### config.mk
export PLATFORM = sky130hd
export DESIGN_NAME = memcopy_dma
export DESIGN_NICKNAME = d
export VERILOG_FILES = /design/src/rtl/memcopy_dma_pkg.sv /design/src/rtl/memcopy_dma_regs.sv /design/src/rtl/memcopy_dma_engine.sv /design/src/rtl/memcopy_dma.sv
export SDC_FILE = /design/constraint.sdc
export NUM_CORES = 1
export LEC_CHECK = 0
export BUFFER_PORTS_ARGS = -buffer_cell sky130_fd_sc_hd__buf_4
export CORE_ASPECT_RATIO = 1.4
export CORE_MARGIN = 5
export CORE_UTILIZATION = 51
export CTS_CLUSTER_SIZE = 20
export DETAILED_ROUTE_END_ITERATION = 16
export MAX_ROUTING_LAYER = met4
export PLACE_DENSITY_LB_ADDON = 0.3
export SYNTH_ARGS = -nofsm -noshare
export SYNTH_HDL_FRONTEND = slang
export SYNTH_SLANG_ARGS = --single-unit
### constraint.sdc
create_clock -name clk -period 3.3 [get_ports clk]
set_clock_uncertainty 0.15 [all_clocks]
set_input_delay 0.33 -clock clk [delete_from_list [all_inputs] [get_ports clk]]
set_output_delay 0.33 -clock clk [all_outputs]
set_load 0.005 [all_outputs]
### src/rtl/memcopy_dma_pkg.sv
`timescale 1ns/1ps
package memcopy_dma_pkg;
    localparam int REG_W    = 32;
    localparam int REG_AW   = 6;
    localparam int ADDR_W   = 64;
    localparam int DATA_W   = 64;
    localparam int SIZE_W   = 2;
    localparam int MAX_SIZE = 3;
    localparam int N_WIDE   = 3;
    localparam int N_HALF   = 2 * N_WIDE;

    localparam logic [REG_AW-1:0] OFS_CTRL = 6'h00;
    localparam logic [REG_AW-1:0] OFS_CFG  = 6'h04;
    localparam logic [REG_AW-1:0] OFS_CNT  = 6'h08;
    localparam logic [REG_AW-1:0] OFS_DST  = 6'h10;
    localparam logic [REG_AW-1:0] OFS_SRC  = 6'h18;

    typedef enum logic [2:0] {
        ST_IDLE,
        ST_RD_REQ,
        ST_RD_WAIT,
        ST_WR_REQ,
        ST_FINISH
    } dma_state_e;

    function automatic logic [SIZE_W-1:0] clamp_size(input logic [3:0] s);
        return (s > 4'(MAX_SIZE)) ? SIZE_W'(MAX_SIZE) : s[SIZE_W-1:0];
    endfunction
endpackage

### src/rtl/memcopy_dma_regs.sv
`timescale 1ns/1ps
module memcopy_dma_regs
    import memcopy_dma_pkg::*;
(
    input  logic              clk,
    input  logic              rst_n,
    input  logic              wr_en,
    input  logic [REG_AW-1:0] addr,
    input  logic [REG_W-1:0]  wdata,
    output logic [REG_W-1:0]  rdata,
    input  logic              fin_i,
    output logic              start_o,
    output logic [ADDR_W-1:0] cnt_o,
    output logic [ADDR_W-1:0] dst_o,
    output logic [ADDR_W-1:0] src_o,
    output logic [3:0]        rsize_o,
    output logic [3:0]        wsize_o
);
    logic       claim_q, run_q, done_q;
    logic [3:0] wsz_q, rsz_q;
    logic       wr_ok;
    logic [REG_W-1:0] half_w [N_HALF];
    logic [2:0] idx;

    // writes are accepted only while no copy is running
    assign wr_ok   = wr_en && !run_q;
    assign start_o = wr_ok && (addr == OFS_CTRL) && wdata[0] && wdata[1];

    always_ff @(posedge clk or negedge rst_n) begin
        if (!rst_n) begin
            claim_q <= 1'b0;
            run_q   <= 1'b0;
            done_q  <= 1'b0;
        end else if (fin_i) begin
            run_q  <= 1'b0;
            done_q <= 1'b1;
        end else if (start_o) begin
            claim_q <= 1'b1;
            run_q   <= 1'b1;
            done_q  <= 1'b0;
        end else if (wr_ok && addr == OFS_CTRL) begin
            claim_q <= wdata[0];
            if (!wdata[0]) done_q <= 1'b0;
        end
    end

    always_ff @(posedge clk or negedge rst_n) begin
        if (!rst_n) begin
            wsz_q <= '0;
            rsz_q <= '0;
        end else if (wr_ok && addr == OFS_CFG) begin
            wsz_q <= wdata[31:28];
            rsz_q <= wdata[27:24];
        end
    end

    // six independent 32-bit words: count, destination, source (low, high)
    for (genvar k = 0; k < N_HALF; k++) begin : g_half
        localparam logic [REG_AW-1:0] MY_OFS = REG_AW'(8 + 4 * k);
        logic [REG_W-1:0] word_q;
        always_ff @(posedge clk or negedge rst_n) begin
            if (!rst_n)                          word_q <= '0;
            else if (wr_ok && addr == MY_OFS)    word_q <= wdata;
        end
        assign half_w[k] = word_q;
    end

    assign cnt_o   = {half_w[1], half_w[0]};
    assign dst_o   = {half_w[3], half_w[2]};
    assign src_o   = {half_w[5], half_w[4]};
    assign rsize_o = rsz_q;
    assign wsize_o = wsz_q;

    assign idx = addr[4:2] - 3'd2;

    always_comb begin
        rdata = '0;
        if (addr == OFS_CTRL)
            rdata = {1'b0, done_q, 28'b0, run_q, claim_q};
        else if (addr == OFS_CFG)
            rdata = {wsz_q, rsz_q, 24'b0};
        else if (!addr[5] && addr[1:0] == 2'b00 && addr[4:3] != 2'b00)
            rdata = half_w[idx];
    end

    p_run_needs_claim_r2: assert property (@(posedge clk) disable iff (!rst_n)
        run_q |-> claim_q);

    p_done_keeps_claim_r3: assert property (@(posedge clk) disable iff (!rst_n)
        $rose(done_q) |-> (claim_q && !run_q));

    p_half_independent_r4: assert property (@(posedge clk) disable iff (!rst_n)
        (wr_en && addr == OFS_DST) |=> $stable(dst_o[63:32]));

    p_zero_count_done_r8: assert property (@(posedge clk) disable iff (!rst_n)
        (start_o && cnt_o == '0) |=> ##1 done_q);

    p_frozen_while_run_r9: assert property (@(posedge clk) disable iff (!rst_n)
        (run_q && wr_en) |=> ($stable(cnt_o) && $stable(dst_o) && $stable(src_o)
                              && $stable(rsz_q) && $stable(wsz_q) && $stable(claim_q)));
endmodule

### src/rtl/memcopy_dma_engine.sv
`timescale 1ns/1ps
module memcopy_dma_engine
    import memcopy_dma_pkg::*;
(
    input  logic              clk,
    input  logic              rst_n,
    input  logic              start_i,
    input  logic [ADDR_W-1:0] cnt_i,
    input  logic [ADDR_W-1:0] dst_i,
    input  logic [ADDR_W-1:0] src_i,
    input  logic [3:0]        rsize_i,
    input  logic [3:0]        wsize_i,
    output logic              fin_o,
    output logic              mem_req_valid,
    input  logic              mem_req_ready,
    output logic [ADDR_W-1:0] mem_req_addr,
    output logic              mem_req_we,
    output logic [DATA_W-1:0] mem_req_wdata,
    output logic [SIZE_W-1:0] mem_req_size,
    input  logic              mem_rsp_valid,
    input  logic [DATA_W-1:0] mem_rsp_rdata
);
    dma_state_e state_q, state_d;
    logic [ADDR_W-1:0] rem_q, rd_addr_q, wr_addr_q, step;
    logic [DATA_W-1:0] data_q;
    logic [SIZE_W-1:0] rsz_q, wsz_q;
    logic              last_beat;

    assign step      = ADDR_W'(1) << wsz_q;
    assign last_beat = (rem_q <= step);

    always_comb begin
        state_d = state_q;
        unique case (state_q)
            ST_IDLE:    if (start_i) state_d = (cnt_i == '0) ? ST_FINISH : ST_RD_REQ;
            ST_RD_REQ:  if (mem_req_ready) state_d = ST_RD_WAIT;
            ST_RD_WAIT: if (mem_rsp_valid) state_d = ST_WR_REQ;
            ST_WR_REQ:  if (mem_req_ready) state_d = last_beat ? ST_FINISH : ST_RD_REQ;
            ST_FINISH:  state_d = ST_IDLE;
            default:    state_d = ST_IDLE;
        endcase
    end

    always_ff @(posedge clk or negedge rst_n) begin
        if (!rst_n) state_q <= ST_IDLE;
        else        state_q <= state_d;
    end

    always_ff @(posedge clk or negedge rst_n) begin
        if (!rst_n) begin
            rem_q     <= '0;
            rd_addr_q <= '0;
            wr_addr_q <= '0;
            data_q    <= '0;
            rsz_q     <= '0;
            wsz_q     <= '0;
        end else begin
            case (state_q)
                ST_IDLE: if (start_i) begin
                    rem_q     <= cnt_i;
                    rd_addr_q <= src_i;
                    wr_addr_q <= dst_i;
                    rsz_q     <= clamp_size(rsize_i);
                    wsz_q     <= clamp_size(wsize_i);
                end
                ST_RD_WAIT: if (mem_rsp_valid) data_q <= mem_rsp_rdata;
                ST_WR_REQ: if (mem_req_ready) begin
                    if (last_beat) rem_q <= '0;
                    else begin
                        rem_q     <= rem_q - step;
                        rd_addr_q <= rd_addr_q + step;
                        wr_addr_q <= wr_addr_q + step;
                    end
                end
                default: ;
            endcase
        end
    end

    always_comb begin
        mem_req_valid = (state_q == ST_RD_REQ) || (state_q == ST_WR_REQ);
        mem_req_we    = (state_q == ST_WR_REQ);
        mem_req_addr  = mem_req_we ? wr_addr_q : rd_addr_q;
        mem_req_size  = mem_req_we ? wsz_q : rsz_q;
        mem_req_wdata = data_q;
        fin_o         = (state_q == ST_FINISH);
    end

    p_req_hold_r11: assert property (@(posedge clk) disable iff (!rst_n)
        (mem_req_valid && !mem_req_ready) |=>
            (mem_req_valid && $stable(mem_req_addr) && $stable(mem_req_we) && $stable(mem_req_size)));

    p_rsp_only_when_waiting_r6: assert property (@(posedge clk) disable iff (!rst_n)
        mem_rsp_valid |-> (state_q == ST_RD_WAIT));

    p_write_follows_read_r6: assert property (@(posedge clk) disable iff (!rst_n)
        (mem_rsp_valid && state_q == ST_RD_WAIT) |=> (mem_req_valid && mem_req_we));
endmodule

### src/rtl/memcopy_dma.sv
`timescale 1ns/1ps
module memcopy_dma
    import memcopy_dma_pkg::*;
(
    input  logic              clk,
    input  logic              rst_n,
    input  logic              reg_wr,
    input  logic [REG_AW-1:0] reg_addr,
    input  logic [REG_W-1:0]  reg_wdata,
    output logic [REG_W-1:0]  reg_rdata,
    output logic              mem_req_valid,
    input  logic              mem_req_ready,
    output logic [ADDR_W-1:0] mem_req_addr,
    output logic              mem_req_we,
    output logic [DATA_W-1:0] mem_req_wdata,
    output logic [SIZE_W-1:0] mem_req_size,
    input  logic              mem_rsp_valid,
    input  logic [DATA_W-1:0] mem_rsp_rdata
);
    logic              start, fin;
    logic [ADDR_W-1:0] cnt, dst, src;
    logic [3:0]        rsize, wsize;

    memcopy_dma_regs u_regs (
        .clk     (clk),
        .rst_n   (rst_n),
        .wr_en   (reg_wr),
        .addr    (reg_addr),
        .wdata   (reg_wdata),
        .rdata   (reg_rdata),
        .fin_i   (fin),
        .start_o (start),
        .cnt_o   (cnt),
        .dst_o   (dst),
        .src_o   (src),
        .rsize_o (rsize),
        .wsize_o (wsize)
    );

    memcopy_dma_engine u_engine (
        .clk           (clk),
        .rst_n         (rst_n),
        .start_i       (start),
        .cnt_i         (cnt),
        .dst_i         (dst),
        .src_i         (src),
        .rsize_i       (rsize),
        .wsize_i       (wsize),
        .fin_o         (fin),
        .mem_req_valid (mem_req_valid),
        .mem_req_ready (mem_req_ready),
        .mem_req_addr  (mem_req_addr),
        .mem_req_we    (mem_req_we),
        .mem_req_wdata (mem_req_wdata),
        .mem_req_size  (mem_req_size),
        .mem_rsp_valid (mem_rsp_valid),
        .mem_rsp_rdata (mem_rsp_rdata)
    );
endmodule

==> results of run 1 <==
==> power by group through the flow <==
| stage | registers, mW | logic (mW) | clock network (mW) |
|---|---|---|---|
| global placement | 9.41 | 10.0 | 0 |
| global route | 9.74 | 11.5 | 6.45 |
| finish | 9.59 | 10.7 | 6.16 |
| detailed placement | 9.50 | 10.2 | 0 |
| CTS | 9.44 | 10.4 | 6.20 |
| floorplan | 8.75 | 6.07 | 0 |
==> layout make-up <==
cell class,instances,area [um2],area share [%]
well taps,637,797,2.50
inverters,39,163,0.510
clock inverters,29,422,1.32
flip-flops and latches,466,11700,36.6
multi-input cells,1912,12900,40.4
clock buffers,61,1340,4.21
repair buffers,535,4600,14.4
==> metrics by stage <==
stage                     power, mW  setup TNS [ns]
final                          26.4               0
after global routing           27.7          -0.468
after CTS                      26.0               0
after detailed placement       19.7               0
after global placement         19.4               0
after floorplan                14.8               0
==> worst max-delay path, delay by kind of cell (launching register included) <==
family / cells / cell delay (ns)
AND/OR/NAND/NOR: 5 / 0.97
flip-flops: 1 / 0.39
AO/OA/AOI/OAI: 3 / 0.52
buffers and inverters: 5 / 0.77
adder cells (fa/ha/maj): 1 / 0.40
==> worst paths after layout <==
kind,slack (ns),to,cells after the start
worst min register to register,0.34,u_engine.rsz_q[1]$_DFFE_PN0P_,2
worst min-delay path,0.11,u_regs.g_half[1].word_q[9]$_DFFE_PN0P_,2
max in group asynchronous,2.00,u_regs.g_half[5].word_q[15]$_DFFE_PN0P_,3
min in group clk,0.13,u_regs.done_q$_DFFE_PN0P_,5
worst max register to register,0.03,u_engine.wr_addr_q[63]$_DFFE_PN0P_,14
worst max-delay path,0.03,u_engine.wr_addr_q[63]$_DFFE_PN0P_,14
==> registers in the layout (all words and copies together) (netlist names), 2 cells and up <==
signal and cells:
u_engine.rsz_q 2, u_engine.rem_q 64, u_regs.g_half.word_q 192, u_engine.state_q 3
u_engine.wr_addr_q 64, u_engine.rd_addr_q 64, u_engine.mem_req_wdata 64, u_engine.wsz_q 2
u_regs.rsize_o 4, u_regs.wsize_o 4
==> cell usage in the layout, fill, tap and decap left out, types with 10 or more instances in the layout <==
master,instances
clkinv_2,11
mux2_2,265
dlygate4sd3_1,99
dfrtp_1,466
buf_4,408
nand4_1,54
nand3_1,91
or3_1,17
inv_1,38
a22oi_1,31
ha_1,11
and4_1,10
o22ai_1,59
a21oi_1,196
buf_12,23
o2bb2ai_1,14
nor4_1,51
a22o_1,11
a31oi_1,11
and3_1,26
clkbuf_16,50
mux4_2,32
a211oi_1,11
nand2b_1,14
nor2_1,174
mux2i_1,32
a2bb2oi_1,46
bufinv_16,10
or4_1,15
o211ai_1,12
nor3_1,58
a32oi_1,13
nand2_1,347
o21ai_0,156
==> repair_timing <==
item	4_1_cts	5_1_grt
hold buffers	99	0
cloned	0	2
endpoints found under the setup margin	6	97
resized for setup	6	26
hold endpoints to repair	419	0
pin swaps	0	9
setup buffers	0	6
==> kinds of logic after synthesis <==
kind of cell	count (synthesis)	share of synthesized area (%)
AO/OA/AOI/OAI	646	16.1
XOR/XNOR	4	0.139
adder cells (fa/ha/maj)	16	0.882
buffers and inverters	222	3.51
flip-flops	466	46.2
multiplexers	329	15.9
AND/OR/NAND/NOR	916	17.3
==> synthesized netlist by cell type (all sizes together) (12+ instances only) <==
cell	count	area, um2
ha	13	163
nor3	61	320
o2bb2ai	14	123
nor2	181	679
a21oi	199	996
nand2	349	1310
and3	26	163
or4	16	124
a22oi	32	240
dfrtp	466	11700
buf	51	244
a2bb2oi	46	403
nor4	60	418
o22ai	60	375
nand4	54	338
mux4	32	721
clkbuf	132	495
o211ai	12	90.1
mux2	265	2980
o21ai	158	791
a32oi	13	114
or3	17	106
nand3	92	465
mux2i	32	320
nand2b	16	100
inv	39	146
==> routing by layer <==
metal  GRT usage, %  vias to the layer above  share of wire (%)
li1               -                    10500                  -
met5              -                        -                  0
met2           57.3                     1298                 48
met1           45.2                    12000                 38
met3           5.02                      319                7.0
met4           20.5                        0                7.1
==> flow_metrics.tcl, run 1 <==
set metrics [dict create \
    nNetsFinal 3125 \
    clk_pin_slew_ns 0.06 \
    critical_path_class "register to register" \
    syn_inst 2599 \
    critPathMaxFanout 7 \
    seq_area_frac_synth_pct 46.2 \
    p_switching_mw 10.4 \
    drv_cap 0 \
    antenna_found_initial 0 \
    finalSetupViolCount 0 \
    combPwrFrac_pct 40.4 \
    postPlaceCellArea_mm2 0.0289 \
    finish.instance_area_mm2 0.0319 \
    synthesis.nets 2722 \
    path_common_cell "buf_4" \
    cp-startpoint "u_engine.wsz_q[0]$_DFFE_PN0P_" \
    clk_latency_ns 0.61 \
    drive_gt1_share_pct 28.7 \
    via_count 24100 \
    ctsRootBufferMaster "clkbuf_16" \
    dpl.cell_count 3482 \
    stdcell_count 3679 \
    wire_per_inst_um 26.7 \
    dr.pass1.iters 8 \
    ant_nets 0 \
    min_path_type "input port to asynchronous set/reset pin" \
    port_buffers 270 \
    whs_ns 0.112 \
    fmax_mhz 305 \
    ir_drop_mv 0.573 \
    yosysUniqueCellTypes 72 \
    ys.warnings.count 0 \
    initial_core_util_pct 51.5 \
    max_stage_delay_ns 0.40 \
    fin_ws_ns 0.0265 \
    start_kind "register" \
    leakage_nw 14.1 \
    netlist_area_mm2 0.0253 \
    first_iter_violations 2466 \
    io_pins 271 \
    core_mm2 0.0490 \
    cts_max_level 2 \
    synth_area_per_cell_um2 9.72 \
    seq_power_share_pct 36.3 \
    finalMaxSlewViolations 0 \
    finalCritPeriodShare_pct 99.2 \
    rsz0062_at_grt "yes" \
    worstSetupEndpointType "register" \
    slew_headroom_pct 45.2 \
    switching_share_pct 39.3 \
    antenna_cells 0 \
    syn2layout_area_growth_pct 26.2 \
    die_area_mm2 0.0541 \
    finalHoldViolations 0 \
    routed_wl_mm 98.1 \
    crit_path_top_delay_cell "ha_2" \
    cts_tree "done" \
    dieWidth_um 198 \
    tightest_slew_ns 0.822 \
    die_h_um 273 \
    postLayoutCoreUtil_pct 65.0 \
    num_rows 96 \
    clkSinkCount 466 \
    ys_ff_latch 466 \
    grt_max_degree 89 \
    fin_crit_ns 3.27 \
    r2r_start "u_engine.wsz_q[0]$_DFFE_PN0P_" \
    track_usage_pct 36.4 \
    synth-main-ff-cell "dfrtp_1" \
    pre_cts_ws_ns 0.00808 \
    cts_inserted_buffers 48 \
    clkPwrFrac_pct 23.3 \
    gp_congestion 0.999 \
    synth_enable_flop_cells 0 \
    vias_per_cell 6.55 \
    power.internal_mw 16.0 \
    fillers 3916 \
    status "completed" \
    arrival_ns 3.65 \
    drc 0 \
    post-dp-hpwl_mm 70.8 \
    p_per_area_mw_per_mm2 830 \
    grt_pass1_vias 24000 \
    cts_buffer_depth 3 \
    cp_cell_sequence "buf_4 -> nand2b_1 -> buf_4 -> inv_1 -> ha_2 -> nand3_1 -> a31oi_1 -> buf_4 -> nand4_1 -> nor4_2 -> buf_4 -> nand3_1 -> a21oi_1 -> a2bb2oi_1" \
    grt_pass1_wl_mm 147 \
    async_reset_ff_share_pct 100 \
    grt-ovfl-total 0 \
    required_ns 3.68 \
]
(Power assumes the default switching activity.)
==> run 2: changes to the inputs <==
SETUP_SLACK_MARGIN = 0.3   (was unset)
==> flow_metrics.tcl, run 2 (same netlist as run 1, synthesis figures left out) <==
set metrics [dict create \
    first_iter_violations 2645 \
    final_cell_mix "466 x dfrtp_1, 438 x buf_4, 336 x nand2_1" \
    ant_nets 0 \
    fmax_mhz 313 \
    cp-startpoint "u_engine.wsz_q[0]$_DFFE_PN0P_" \
    post-dp-hpwl_mm 71.0 \
    clk_latency_ns 0.62 \
    r2r_start "u_engine.wsz_q[0]$_DFFE_PN0P_" \
    finalPower_mw 28.4 \
    min_path_type "input port to asynchronous set/reset pin" \
    arrival_ns 3.58 \
    drive_gt1_share_pct 38.2 \
    cts_buffer_depth 3 \
    fillers 3566 \
    cts_tree "done" \
    cts_inserted_buffers 48 \
    grt_pass1_wl_mm 152 \
    reg2reg_setup_slack_ns 0.11 \
    required_ns 3.69 \
    ctsRootBufferMaster "clkbuf_16" \
    ir_drop_mv 0.534 \
    tightest_slew_ns 0.816 \
    gp_congestion 1.04 \
    postPlaceCellArea_mm2 0.0290 \
    ff_latch_area_mm2 0.0117 \
    pre_cts_ws_ns -0.231 \
    max_stage_delay_ns 0.42 \
    finish.instance_area_mm2 0.0346 \
    finalHoldViolations 0 \
    critPathMaxFanout 4 \
    dpl.cell_count 3494 \
    dr.pass1.iters 6 \
    die_h_um 273 \
    via_count 25100 \
    fin_crit_ns 3.19 \
    antenna_found_initial 1 \
    crit_path_top_delay_cell "dfrtp_1" \
    tns_ns 0 \
    drc 0 \
    rsz0062_at_grt "yes" \
    path_delay_family "simple AND/OR/NAND/NOR gates" \
    r2r.worst_path.cells 15 \
    critical_path_class "register to register" \
    path_buf_inv 5 \
    drv_cap 0 \
    largest_register_ff_count 192 \
    reg2reg_to "u_engine.wr_addr_q[46]$_DFFE_PN0P_" \
    dieWidth_um 198 \
    syn2layout_area_growth_pct 37.1 \
    grt_pass1_vias 24400 \
    cp_cell_sequence "nor2_2 -> buf_6 -> ha_4 -> inv_2 -> fa_2 -> nand2b_4 -> buf_6 -> a2111oi_4 -> buf_4 -> nand4_1 -> buf_4 -> nor2_4 -> nand3_2 -> a21oi_2 -> a2bb2oi_2" \
    num_rows 96 \
    finalMaxSlewViolations 0 \
    p_per_area_mw_per_mm2 821 \
    wire_per_inst_um 27.8 \
    routed_wl_mm 105 \
    grt-ovfl-total 0 \
    clk_pin_slew_ns 0.06 \
    nNetsFinal 3227 \
    finalSetupViolCount 0 \
    io_pins 271 \
    top_register "u_regs.g_half.word_q" \
    finalCritPeriodShare_pct 96.7 \
    cts_max_level 2 \
    track_usage_pct 37.7 \
    core_mm2 0.0490 \
    status "completed" \
    start_kind "register" \
    stdcell_count 3780 \
    initial_core_util_pct 51.5 \
    port_buffers 270 \
    slew_headroom_pct 45.1 \
    multi_input_area_mm2 0.0142 \
    layout_commonest_cell "dfrtp_1" \
    clkSinkCount 466 \
    grt_max_degree 96 \
    leakage_nw 15.0 \
    die_area_mm2 0.0541 \
    worstSetupEndpointType "register" \
    vias_per_cell 6.64 \
    fin_ws_ns 0.108 \
]
-- run 2: cell types whose count changed in the layout (fill, tap and decap cells not counted), sizes merged, moves of 2 or more --
cell,previous run,this run
clkbuf,62,76
clkinvlp,3,9
bufinv,10,5
inv,42,40
buf,435,522
-- run 2: report_power, final --
group | leakage, nW | switching (mW) | internal [mW]
clock | 0.778 | 2.52 | 3.22
sequential | 5.95 | 2.25 | 7.46
combinational | 8.29 | 6.81 | 6.18
total | 15.0 | 11.6 | 16.9
-- run 2: final cells by class --
cell class                      count  area share, %
Antenna cell                        1        0.00723
Clock buffer                       60           3.77
Clock inverter                     28          0.940
Inverter                           39          0.470
Multi-Input combinational cell   1911           41.1
Sequential cell                   466           33.7
Tap cell                          637           2.30
Timing Repair Buffer              637           17.7
Timing Repair inverter              1         0.0253
-- run 2: worst max-delay path by stage --
stage | end | slack (ns) | cells past startpoint
6_report | u_engine.wr_addr_q[46]$_DFFE_PN0P_ | 0.11 | 15
3_5_place_dp | u_engine.wr_addr_q[40]$_DFFE_PN0P_ | -0.23 | 13
4_1_cts | u_engine.wr_addr_q[40]$_DFFE_PN0P_ | 0.19 | 15
2_1_floorplan | u_engine.wr_addr_q[42]$_DFFE_PN0P_ | 0.18 | 12
3_3_place_gp | u_engine.wr_addr_q[40]$_DFFE_PN0P_ | -0.22 | 13
5_1_grt | u_engine.wr_addr_q[46]$_DFFE_PN0P_ | -0.03 | 15
-- run 2: stage by stage --
step	util (%)	hold WS (ns)
after floorplan	-	-0.116
after global placement	59.2	0.234
after detailed placement	59.2	0.232
after CTS	66.7	0.191
after global routing	70.6	0.226
final	70.6	0.144
-- run 2: metal layers --
layer | GRT usage, % | wire, um | vias up
li1 | - | - | 10700
met1 | 46.4 | 38800 | 12400
met2 | 59.7 | 49800 | 1557
met3 | 5.37 | 8320 | 442
met4 | 21.5 | 8330 | 0
met5 | - | 0 | -
-- run 2: repair_timing --
item                                   4_1_cts  5_1_grt
pin swaps                                   21      100
cloned                                      13       17
endpoints found under the hold margin      333        0
setup buffers                               42       26
setup endpoints to repair                  240      200
hold buffers                                99        0
resized for setup                          100      312
